### config.mk
export PLATFORM = sky130hd
export DESIGN_NAME = eng_life_ctrl
export DESIGN_NICKNAME = d
export VERILOG_FILES = /design/src/rtl/eng_life_pkg.sv /design/src/rtl/eng_prep_timer.sv /design/src/rtl/eng_restore_seq.sv /design/src/rtl/eng_life_ctrl.sv
export SDC_FILE = /design/constraint.sdc
export NUM_CORES = 1
export LEC_CHECK = 0
export ABC_AREA = 1
export BUFFER_PORTS_ARGS = -buffer_cell sky130_fd_sc_hd__buf_2
export CAP_MARGIN = 30
export CORE_MARGIN = 4
export CORE_UTILIZATION = 50
export DETAILED_ROUTE_END_ITERATION = 6
export PLACE_DENSITY = 0.72
export SLEW_MARGIN = 40
export SYNTH_ARGS = -nofsm -noshare
export SYNTH_HDL_FRONTEND = slang
export SYNTH_SLANG_ARGS = --single-unit
### constraint.sdc
create_clock -name clk -period 1.26 [get_ports clk]
set_input_delay 0.189 -clock clk [delete_from_list [all_inputs] [get_ports clk]]
set_output_delay 0.189 -clock clk [all_outputs]
set_load 0.005 [all_outputs]
### src/rtl/eng_life_pkg.sv
package eng_life_pkg;

  typedef enum logic [2:0] {
    ST_UNINIT = 3'd0,
    ST_READY  = 3'd1,
    ST_RUN    = 3'd2,
    ST_PAUSED = 3'd3,
    ST_SAVING = 3'd4,
    ST_RESUME = 3'd5
  } eng_state_e;

  typedef enum logic [2:0] {
    RQ_INIT    = 3'd0,
    RQ_START   = 3'd1,
    RQ_PAUSE   = 3'd2,
    RQ_UNPAUSE = 3'd3,
    RQ_SAVE    = 3'd4,
    RQ_RESUME  = 3'd5,
    RQ_RESET   = 3'd6,
    RQ_BAD     = 3'd7
  } eng_req_e;

  typedef enum logic [1:0] {
    CK_COUNT = 2'd0,
    CK_READ  = 2'd1,
    CK_WRITE = 2'd2,
    CK_BAD   = 2'd3
  } eng_cmd_e;

endpackage

### src/rtl/eng_prep_timer.sv
module eng_prep_timer #(
  parameter int PREP_CYCLES = 8
) (
  input  logic clk,
  input  logic rst_n,
  input  logic start_i,
  output logic busy_o,
  output logic done_o
);
  localparam int CW = (PREP_CYCLES > 1) ? $clog2(PREP_CYCLES) : 1;
  localparam logic [CW-1:0] LOAD = CW'(PREP_CYCLES - 1);

  logic          busy_q, busy_d;
  logic [CW-1:0] cnt_q, cnt_d;

  always_comb begin
    busy_d = busy_q;
    cnt_d  = cnt_q;
    if (start_i && !busy_q) begin
      busy_d = 1'b1;
      cnt_d  = LOAD;
    end else if (busy_q) begin
      if (cnt_q == '0) busy_d = 1'b0;
      else             cnt_d  = cnt_q - 1'b1;
    end
  end

  always_ff @(posedge clk or negedge rst_n) begin
    if (!rst_n) begin
      busy_q <= 1'b0;
      cnt_q  <= '0;
    end else begin
      busy_q <= busy_d;
      cnt_q  <= cnt_d;
    end
  end

  assign busy_o = busy_q;
  assign done_o = busy_q && (cnt_q == '0);

  // the controller only launches preprocessing while the timer is idle
  p_start_idle_r2: assert property (@(posedge clk) disable iff (!rst_n)
    start_i |-> !busy_q);

endmodule

### src/rtl/eng_restore_seq.sv
module eng_restore_seq #(
  parameter int SAVE_WORDS = 4,
  parameter int IDX_W      = 3
) (
  input  logic             clk,
  input  logic             rst_n,
  input  logic             clear_i,
  input  logic             adv_i,
  output logic [IDX_W-1:0] exp_idx_o,
  output logic             last_o
);
  localparam logic [IDX_W-1:0] LAST_IDX = IDX_W'(SAVE_WORDS - 1);

  logic [IDX_W-1:0] idx_q, idx_d;
  logic             en;

  assign en = clear_i || adv_i;

  always_comb begin
    idx_d = idx_q;
    if (clear_i)    idx_d = '0;
    else if (adv_i) idx_d = idx_q + 1'b1;
  end

  always_ff @(posedge clk or negedge rst_n) begin
    if (!rst_n)  idx_q <= '0;
    else if (en) idx_q <= idx_d;
  end

  assign exp_idx_o = idx_q;
  assign last_o    = (idx_q == LAST_IDX);

  // the expected index never leaves the legal word range
  p_idx_range_r10: assert property (@(posedge clk) disable iff (!rst_n)
    idx_q <= LAST_IDX);

endmodule

### src/rtl/eng_life_ctrl.sv
module eng_life_ctrl
  import eng_life_pkg::*;
#(
  parameter int PREP_CYCLES = 8,
  parameter int SAVE_WORDS  = 4,
  parameter int IDX_W       = 3
) (
  input  logic             clk,
  input  logic             rst_n,
  input  logic             req_valid,
  input  logic [2:0]       req_code,
  input  logic             cmd_valid,
  input  logic [1:0]       cmd_kind,
  input  logic [IDX_W-1:0] cmd_idx,
  output logic [2:0]       state_o,
  output logic             fault_o,
  output logic             busy_o
);
  localparam logic [IDX_W-1:0] NWORDS = IDX_W'(SAVE_WORDS);
  localparam logic [IDX_W-1:0] LAST_IDX = IDX_W'(SAVE_WORDS - 1);

  // reset: asynchronous assert, synchronous release
  logic rs_meta, rst_n_i;
  always_ff @(posedge clk or negedge rst_n) begin
    if (!rst_n) begin
      rs_meta <= 1'b0;
      rst_n_i <= 1'b0;
    end else begin
      rs_meta <= 1'b1;
      rst_n_i <= rs_meta;
    end
  end

  eng_state_e       st_q, st_d;
  logic             flt_q, flt_d;
  logic             prep_go, prep_busy, prep_done;
  logic             seq_clr, seq_adv, seq_last;
  logic [IDX_W-1:0] exp_idx;

  eng_prep_timer #(.PREP_CYCLES(PREP_CYCLES)) u_prep (
    .clk(clk), .rst_n(rst_n_i), .start_i(prep_go),
    .busy_o(prep_busy), .done_o(prep_done)
  );

  eng_restore_seq #(.SAVE_WORDS(SAVE_WORDS), .IDX_W(IDX_W)) u_seq (
    .clk(clk), .rst_n(rst_n_i), .clear_i(seq_clr), .adv_i(seq_adv),
    .exp_idx_o(exp_idx), .last_o(seq_last)
  );

  always_comb begin
    st_d    = st_q;
    flt_d   = 1'b0;
    prep_go = 1'b0;
    seq_clr = 1'b0;
    seq_adv = 1'b0;
    if (prep_done) st_d = ST_READY;
    if (req_valid) begin
      if (prep_busy) begin
        flt_d = 1'b1;
      end else begin
        unique case (eng_req_e'(req_code))
          RQ_INIT:    if (st_q == ST_UNINIT) prep_go = 1'b1;
                      else flt_d = 1'b1;
          RQ_START:   if (st_q == ST_READY) st_d = ST_RUN;
                      else flt_d = 1'b1;
          RQ_PAUSE:   if (st_q == ST_RUN) st_d = ST_PAUSED;
          RQ_UNPAUSE: if (st_q == ST_PAUSED) st_d = ST_RUN;
                      else flt_d = 1'b1;
          RQ_SAVE:    if (st_q == ST_READY || st_q == ST_PAUSED) st_d = ST_SAVING;
                      else flt_d = 1'b1;
          RQ_RESUME:  if (st_q == ST_UNINIT) begin
                        st_d    = ST_RESUME;
                        seq_clr = 1'b1;
                      end else flt_d = 1'b1;
          RQ_RESET:   st_d = ST_UNINIT;
          default:    flt_d = 1'b1;
        endcase
      end
    end
    if (cmd_valid) begin
      unique case (eng_cmd_e'(cmd_kind))
        CK_COUNT: if (st_q != ST_SAVING) flt_d = 1'b1;
        CK_READ:  if (st_q != ST_SAVING || cmd_idx >= NWORDS) flt_d = 1'b1;
        CK_WRITE: if (st_q == ST_RESUME && cmd_idx == exp_idx) begin
                    if (seq_last) st_d = ST_READY;
                    else          seq_adv = 1'b1;
                  end else flt_d = 1'b1;
        default:  flt_d = 1'b1;
      endcase
    end
  end

  always_ff @(posedge clk or negedge rst_n_i) begin
    if (!rst_n_i) begin
      st_q  <= ST_UNINIT;
      flt_q <= 1'b0;
    end else begin
      st_q  <= st_d;
      flt_q <= flt_d;
    end
  end

  assign state_o = st_q;
  assign fault_o = flt_q;
  assign busy_o  = prep_busy;

  // only the six defined encodings appear
  p_state_enc_r1: assert property (@(posedge clk) disable iff (!rst_n_i)
    st_q <= ST_RESUME);

  // preprocessing runs only while uninitialized and ends in ready
  p_prep_state_r2: assert property (@(posedge clk) disable iff (!rst_n_i)
    prep_busy |-> st_q == ST_UNINIT);
  p_prep_end_r2: assert property (@(posedge clk) disable iff (!rst_n_i)
    $fell(prep_busy) |-> st_q == ST_READY);

  // pause outside running is silent
  p_pause_noop_r4: assert property (@(posedge clk) disable iff (!rst_n_i)
    (req_valid && !cmd_valid && !prep_busy && req_code == 3'd2 && st_q != ST_RUN)
      |=> $stable(st_q) && !flt_q);

  // resuming is entered only from uninitialized
  p_resume_src_r5: assert property (@(posedge clk) disable iff (!rst_n_i)
    (st_q == ST_RESUME && $past(st_q) != ST_RESUME) |-> $past(st_q) == ST_UNINIT);

  // a request during preprocessing faults
  p_busy_fault_r8: assert property (@(posedge clk) disable iff (!rst_n_i)
    (req_valid && prep_busy) |=> flt_q);

  // leaving resuming for ready needs a write of the final index
  p_restore_done_r11: assert property (@(posedge clk) disable iff (!rst_n_i)
    ($past(st_q) == ST_RESUME && st_q == ST_READY)
      |-> ($past(cmd_valid) && $past(cmd_idx) == LAST_IDX));

endmodule

### Word-level counts from Yosys, hierarchy flattened

Cells that the tools add are included.

* $add $sub $neg: 2
* $mul: 0
* divide/modulo/power cells: 0
* $lt $le $gt $ge: 1
* eq/ne operators: 16
* shift operators: 0
* muxes and demuxes: 44
* bitwise logic cells: 0
* reduce and logical (&&, ||, !) cells: 17

Operator list (number)
* $mux W3: 17
* $mux W1: 24
* $pmux W3 S6: 1
* $eq A3 B2 Y1 const B: 5
* $eq A3 B3 Y1 const B: 4
* $logic_not A3 Y1: 3
* $eq A3 B1 Y1 const B: 2
* $pmux W1 S5: 1
* $reduce_and A2 Y1: 2
* $reduce_bool A2 Y1: 2
* $reduce_or A2 Y1: 2
* $add A3 B1 Y3 const B: 1
* $eq A3 B3 Y1: 1
* $ge A3 B3 Y1 const B: 1
* $logic_and A1 B1 Y1: 3
* $logic_or A1 B1 Y1: 3
* $ne A3 B3 Y1 const B: 1
* $pmux W1 S3: 1
* $sub A3 B1 Y3 const B: 1
* $eq A2 B1 Y1 const B: 1
* $eq A2 B2 Y1 const B: 1
* $logic_not A2 Y1: 1
* $ne A2 B1 Y1 const B: 1
* $logic_not A1 Y1: 1

* flip-flop bits (word level): 13
* bits in latches: 0
* RAM bits: 0
* bits in read-only memories: 0
* input bits: 12
* output and inout port bits: 5
* logic and storage cells: 87
* memories kept: 0

### Longest topological paths before layout

* depth in word-level cells: 11
* depth in mapped cells: 11
* depth with buffers taken out: 10

### Hierarchy

From an unflattened synthesis, not the netlist that was laid out.

* cells, all modules: 167
* area total of the unflattened synthesis: 1056.0 µm²

Modules (own cells, without submodules)
* eng_life_ctrl: instances 1, cells each 115, area each 663.1 µm²
* eng_prep_timer: instances 1, cells each 33, area each 239.0 µm²
* eng_restore_seq: instances 1, cells each 19, area each 153.9 µm²

### Worst setup path after synthesis

Ideal clock, no wire load.

* path kind: reg2reg
* start point: register u_seq.idx_q[0] (netlist: u_seq.exp_idx_o[0])
* end point: register u_seq.idx_q[0] (netlist: u_seq.exp_idx_o[0])
* library setup time: 66 ps
* arrival: 1202 ps
* data required time: 1194 ps
* setup slack: -8 ps
* stages on the path, launching flop included: 8
* path buffers: 0
* path through: dfrtp_1 -> ha_1 -> ha_1 -> inv_1 -> nand3_1 -> nor2_1 -> nand4_1 -> nand2_1

* word-level cells in the longest chain between the ends: 7

RTL lines
* start: declaration: line eng_restore_seq.sv:14 `logic [IDX_W-1:0] idx_q, idx_d;`
* start signal: assignment: line eng_restore_seq.sv:27 `else if (en) idx_q <= idx_d;`
* $eq A3 B2 Y1 / $eq A3 B3 Y1 (equally long branches): line eng_restore_seq.sv:31, eng_life_ctrl.sv:84
* $mux W1 / $logic_and A1 B1 Y1 (equally long branches): line eng_life_ctrl.sv:85, eng_life_ctrl.sv:84
* $mux W1: line eng_life_ctrl.sv:84 `CK_WRITE: if (st_q == ST_RESUME && cmd_idx == exp_idx) begin`
* $mux W1: line eng_life_ctrl.sv:81 `unique case (eng_cmd_e'(cmd_kind))`
* $mux W1: line eng_life_ctrl.sv:80 `if (cmd_valid) begin`
* $reduce_bool A2 Y1 (no source line) / $logic_or A1 B1 Y1 (equally long branches)
* $reduce_and A2 Y1 (no source line)

Parallel ways exist; a longest one is shown, timed or not. The select of a mux whose other input is x is not followed.
A chain may end at the register's enable or synchronous reset.

### Worst setup path after layout

* start point: register u_seq.idx_q[0] (netlist: u_seq.exp_idx_o[0])
* end point: register st_q[1] (netlist: state_o[1])

* word-level cells in the longest chain between the ends: 5

RTL lines
* $eq A3 B2 Y1 / $eq A3 B3 Y1 (equally long branches): line eng_restore_seq.sv:31, eng_life_ctrl.sv:84
* $mux W3 / $logic_and A1 B1 Y1 (equally long branches): line eng_life_ctrl.sv:85, eng_life_ctrl.sv:84
* $mux W3 (*): line eng_life_ctrl.sv:84
* $mux W3 (*): line eng_life_ctrl.sv:81
* $mux W3 (*): line eng_life_ctrl.sv:80
* via st_d[1]: line eng_life_ctrl.sv:34 `eng_state_e st_q, st_d;`
* end signal: assignment: line eng_life_ctrl.sv:98 `st_q <= st_d;`
* end: declaration: line eng_life_ctrl.sv:34

Mark *: on every way through the listed nets, which the timed path passes. The rest lies on a longest branch.

==> results.md <==
* Maximum level of the CTS H-tree at 1
* Total iterations of the first detailed-routing run at 4
* Share of synthesized area occupied by flip-flops and latches at 0.311
* Wire length of the first global-routing pass at 4400 microns
* Net count of the mapped netlist at 182
* GRT Residual Overflow at 0
* Placement row count at 16
* Sum Neg Setup Slack at -0.418 ns
* Violations in the final reports: setup timing
* Top cell type by total area after synthesis: dfrtp_1
* Count of final hold-check violations at 0
* Cell area power density at 1700 nW/um^2
* Terminating pin of the worst hold path: fault_o$_DFF_PN0_
* Diodes inserted at 0
* Maximum Capacitance Violations at 0
* Critical path data arrival time at 1.53 ns
* Hold path start: req_valid
* Share of the synthesized netlist area taken by xor and xnor gates at 0
* Starting DRT DRC Count at 30
* Clock network fraction of total power at 0.098
* Result of the run: finished with violations
* Net switching power of the design at 1200 uW
* Total DRC errors in the routed layout at 0
* Simple-gate portion of the synthesized area at 0.471
* Cell area after synthesis at about 1000 sq um
* Period utilisation layout at 1.08
* Leakage power total at 0.000827 uW
* Via count of the first global-routing pass at 1115
* Compound-cell area share of the yosys netlist at 0.0407
* Min setup slack post-route at -0.0953 ns
* Design internal power at 1520 uW
* Cell count along the critical path at 8
* Total clock buffers created by CTS at 3
* CP cell instances: inv_2 > nand2_2 > nand2_2 > nor2_4 > buf_4 > nand4_1 > nand2_1 > a21oi_2
* Crit path max-delay family: simple AND/OR/NAND/NOR gates
* Die ar. at ~2900 sq um
* Maximum count of clock buffers along a single path at 2
* Via count of the routed design at about 1200
* Dpl ws at -0.116 ns
* Tightest hold margin at 0.169 ns
* CTS tree: done
* Max incr delay on CP at 0.44 ns
* CP most frequent cell: nand2_2
* Reg-to-reg startpoint: u_seq.exp_idx_o[0]$_DFFE_PN0P_
* Setup crit end kind: flop
* Area share of the largest cell type after synthesis at 0.311
* Slew Viols, Final at 0
* Switching power share of the total at 0.441
* Worst EP required at 1.43 ns
* Area taken by flip-flops and latches at 330 sq um
* Kind of critical path: flop to flop
* Number of cells traversed by the worst register-to-register path at 8
* Antenna violations before repair at 0
* Final Skew at 0.00858 ns
* Effective utilization at floorplan at 0.527
* Comb pwr share at 0.649
* Maximum number of pins on one net before global-route repair at 12
* Drt wl/cell at 13.5 microns
* GRT Util Overall at 0.208
* Dominant combinational cell family by area after synthesis: simple AND/OR/NAND/NOR gates
* Gpl congestion at 0.813
* Final #Nets at 228
* RSZ-0062 raised after global routing: yes
* Filler instances at 126
* CTS root buffer: clkbuf_4
* Critical path launch point type: flop
* Highest fanout seen on the critical path at 4
* Final HPWL DP at roughly 2000 microns
* Instance count of the mapped netlist at about 170
* Number of flip-flops and latches in the synthesized netlist at 13
* Avg Vias per Cell at 5.21
* Final setup viols at 7
* Share of post-route cells with drive strength above 1 at 0.441
* Die height at ~54 microns
* Peak clock frequency supported by timing at 738 MHz
* Register clock-pin slew on the reported worst setup and hold paths at ~0.090 ns
* Proportion of synthesized area in mux cells at 0
* Worst path buffer plus inverter count at 2
* Hold Crit Class: primary input to flop
* Clock insertion delay at the later pin of the skew report at 0.28 ns
* # clock sinks at 13
* Port-buffer cells at 16
* DRT antenna net count at 0
* Adder and majority gate portion of the synthesized area at 0.0479
* Cell type of the slowest stage on the worst timing path: dfrtp_2
* Average cell area after synthesis at 6.29 sq um
* Worst IR Drop VDD at 0.00113 V
* Unique cell type count in the Yosys netlist at 18
* Number of cells on the worst hold path at 3
* Flop2flop setup slack at -0.1 ns
* X dimension of the die at 53.7 microns
* Yosys warnings at 0
* Endpoint of the lowest-slack register-to-register path: state_o[1]$_DFF_PN0_
* Area of combinational cells with multiple inputs at 782 sq um
* Area growth, synth to finish at 53.5%
* Routed Wire Length at 3200 microns
* I/O Pins at 17
* Synth top area cells: dfrtp_1 31%, nand2_1 17%, nand3_1 11%
* Core region area at between 1500 and 2000 sq um
* Min cycle time layout at around 1.4 ns
* Seq pwr share at 0.254
[worst reg2reg max path: cells and delay by family (launching register included)]
kind                   cells  cell delay [ns]
buffers and inverters      2             0.20
and+or+nand+nor            5             0.58
DFF                        1             0.44
AOI/OAI and AO/OA          1             0.04
[what timing repair did]
action | CTS | global route
hold buffers | 1 | 0
setup endpoints to repair | 10 | 10
gates resized for setup | 19 | 40
hold endpoints to repair | 2 | 0
buffers inserted | 6 | 6
pin swaps | 9 | 23
[synth_stat cells, drive strengths merged]
master	count
o21ai	4
nand3	24
nand4	10
nor2	18
nor3	2
nand2	53
inv	32
buf	1
ha	4
dfrtp	13
o211ai	1
a21oi	3
conb	1
[layout make-up]
type | instances | share of cell area
clock buffer | 4 | 0.0164
tap | 27 | 0.0211
timing repair buffer | 42 | 0.193
inverter | 32 | 0.0764
multi-input combinational | 120 | 0.488
sequential | 13 | 0.206
[layer usage]
metal | wire length [microns] | part of all wire | up-vias | track usage
met3 | 130 | 0.041 | 8 | 0.0332
met2 | 1650 | 0.52 | 40 | 0.383
met4 | 62 | 0.019 | 0 | 0.0766
met1 | 1360 | 0.42 | 570 | 0.238
met5 | 0 | 0 | - | 0
li1 | - | - | 622 | -
[cell families after synthesis]
logic type      after synthesis
fa+ha+maj                     4
simple gates                107
compound gates                8
other cells                   1
flops                        13
buf+inv                      33
[power by group through the flow]
stage | sequential [uW] | combinational, uW | clock (uW)
after global routing | 711 | 1920 | 286
final | 691 | 1770 | 266
after detailed placement | 653 | 1110 | 0
after global placement | 646 | 1080 | 0
after floorplan | 653 | 605 | 0
after CTS | 647 | 1290 | 279
[metrics by stage]
stage	utilization	total power [uW]	area [sq um]	instances
2_1_floorplan	-	1260	1050	166
5_1_grt	0.809	2910	1600	238
3_5_place_dp	0.633	1760	1250	222
4_1_cts	0.704	2210	1400	233
6_report	0.809	2720	1600	238
3_3_place_gp	0.633	1730	1250	222
[cell usage in the layout (no fill, tap or decap), types with 2 or more instances in the layout]
master    synthesis  final
a21oi_2           0      2
buf_2             0     16
buf_4             0     19
buf_6             1      5
clkbuf_4          0      3
dfrtp_1          13      9
dfrtp_2           0      4
ha_4              0      3
inv_1            30     25
inv_2             2      6
nand2_1          48     37
nand2_2           4     14
nand2_4           1      2
nand3_1          24     17
nand3_2           0      3
nand3_4           0      4
nand4_1          10     10
nor2_1           14     10
nor2_2            3      2
nor2_4            1      6
o21ai_0           4      2
o21ai_1           0      2
[worst max-delay path by stage]
stage | startpoint | endpoint | slack (ns)
6_report | u_seq.exp_idx_o[0]$_DFFE_PN0P_ | state_o[1]$_DFF_PN0_ | -0.1
5_1_grt | u_seq.exp_idx_o[0]$_DFFE_PN0P_ | u_seq.exp_idx_o[2]$_DFFE_PN0P_ | -0.15
4_1_cts | u_seq.exp_idx_o[1]$_DFFE_PN0P_ | u_seq.exp_idx_o[2]$_DFFE_PN0P_ | -0.07
3_3_place_gp | u_seq.exp_idx_o[0]$_DFFE_PN0P_ | u_seq.exp_idx_o[2]$_DFFE_PN0P_ | -0.05
3_5_place_dp | u_seq.exp_idx_o[0]$_DFFE_PN0P_ | u_seq.exp_idx_o[1]$_DFFE_PN0P_ | -0.12
2_1_floorplan | u_seq.exp_idx_o[0]$_DFFE_PN0P_ | u_seq.exp_idx_o[0]$_DFFE_PN0P_ | 0.02
[registers in the layout, indices dropped and copies added (netlist names)]
signal           flops
u_prep.cnt_q         3
rst_n_i              1
state_o              3
u_prep.busy_o        1
rs_meta              1
u_seq.exp_idx_o      3
fault_o              1
Power figures use the tool's default switching activity.
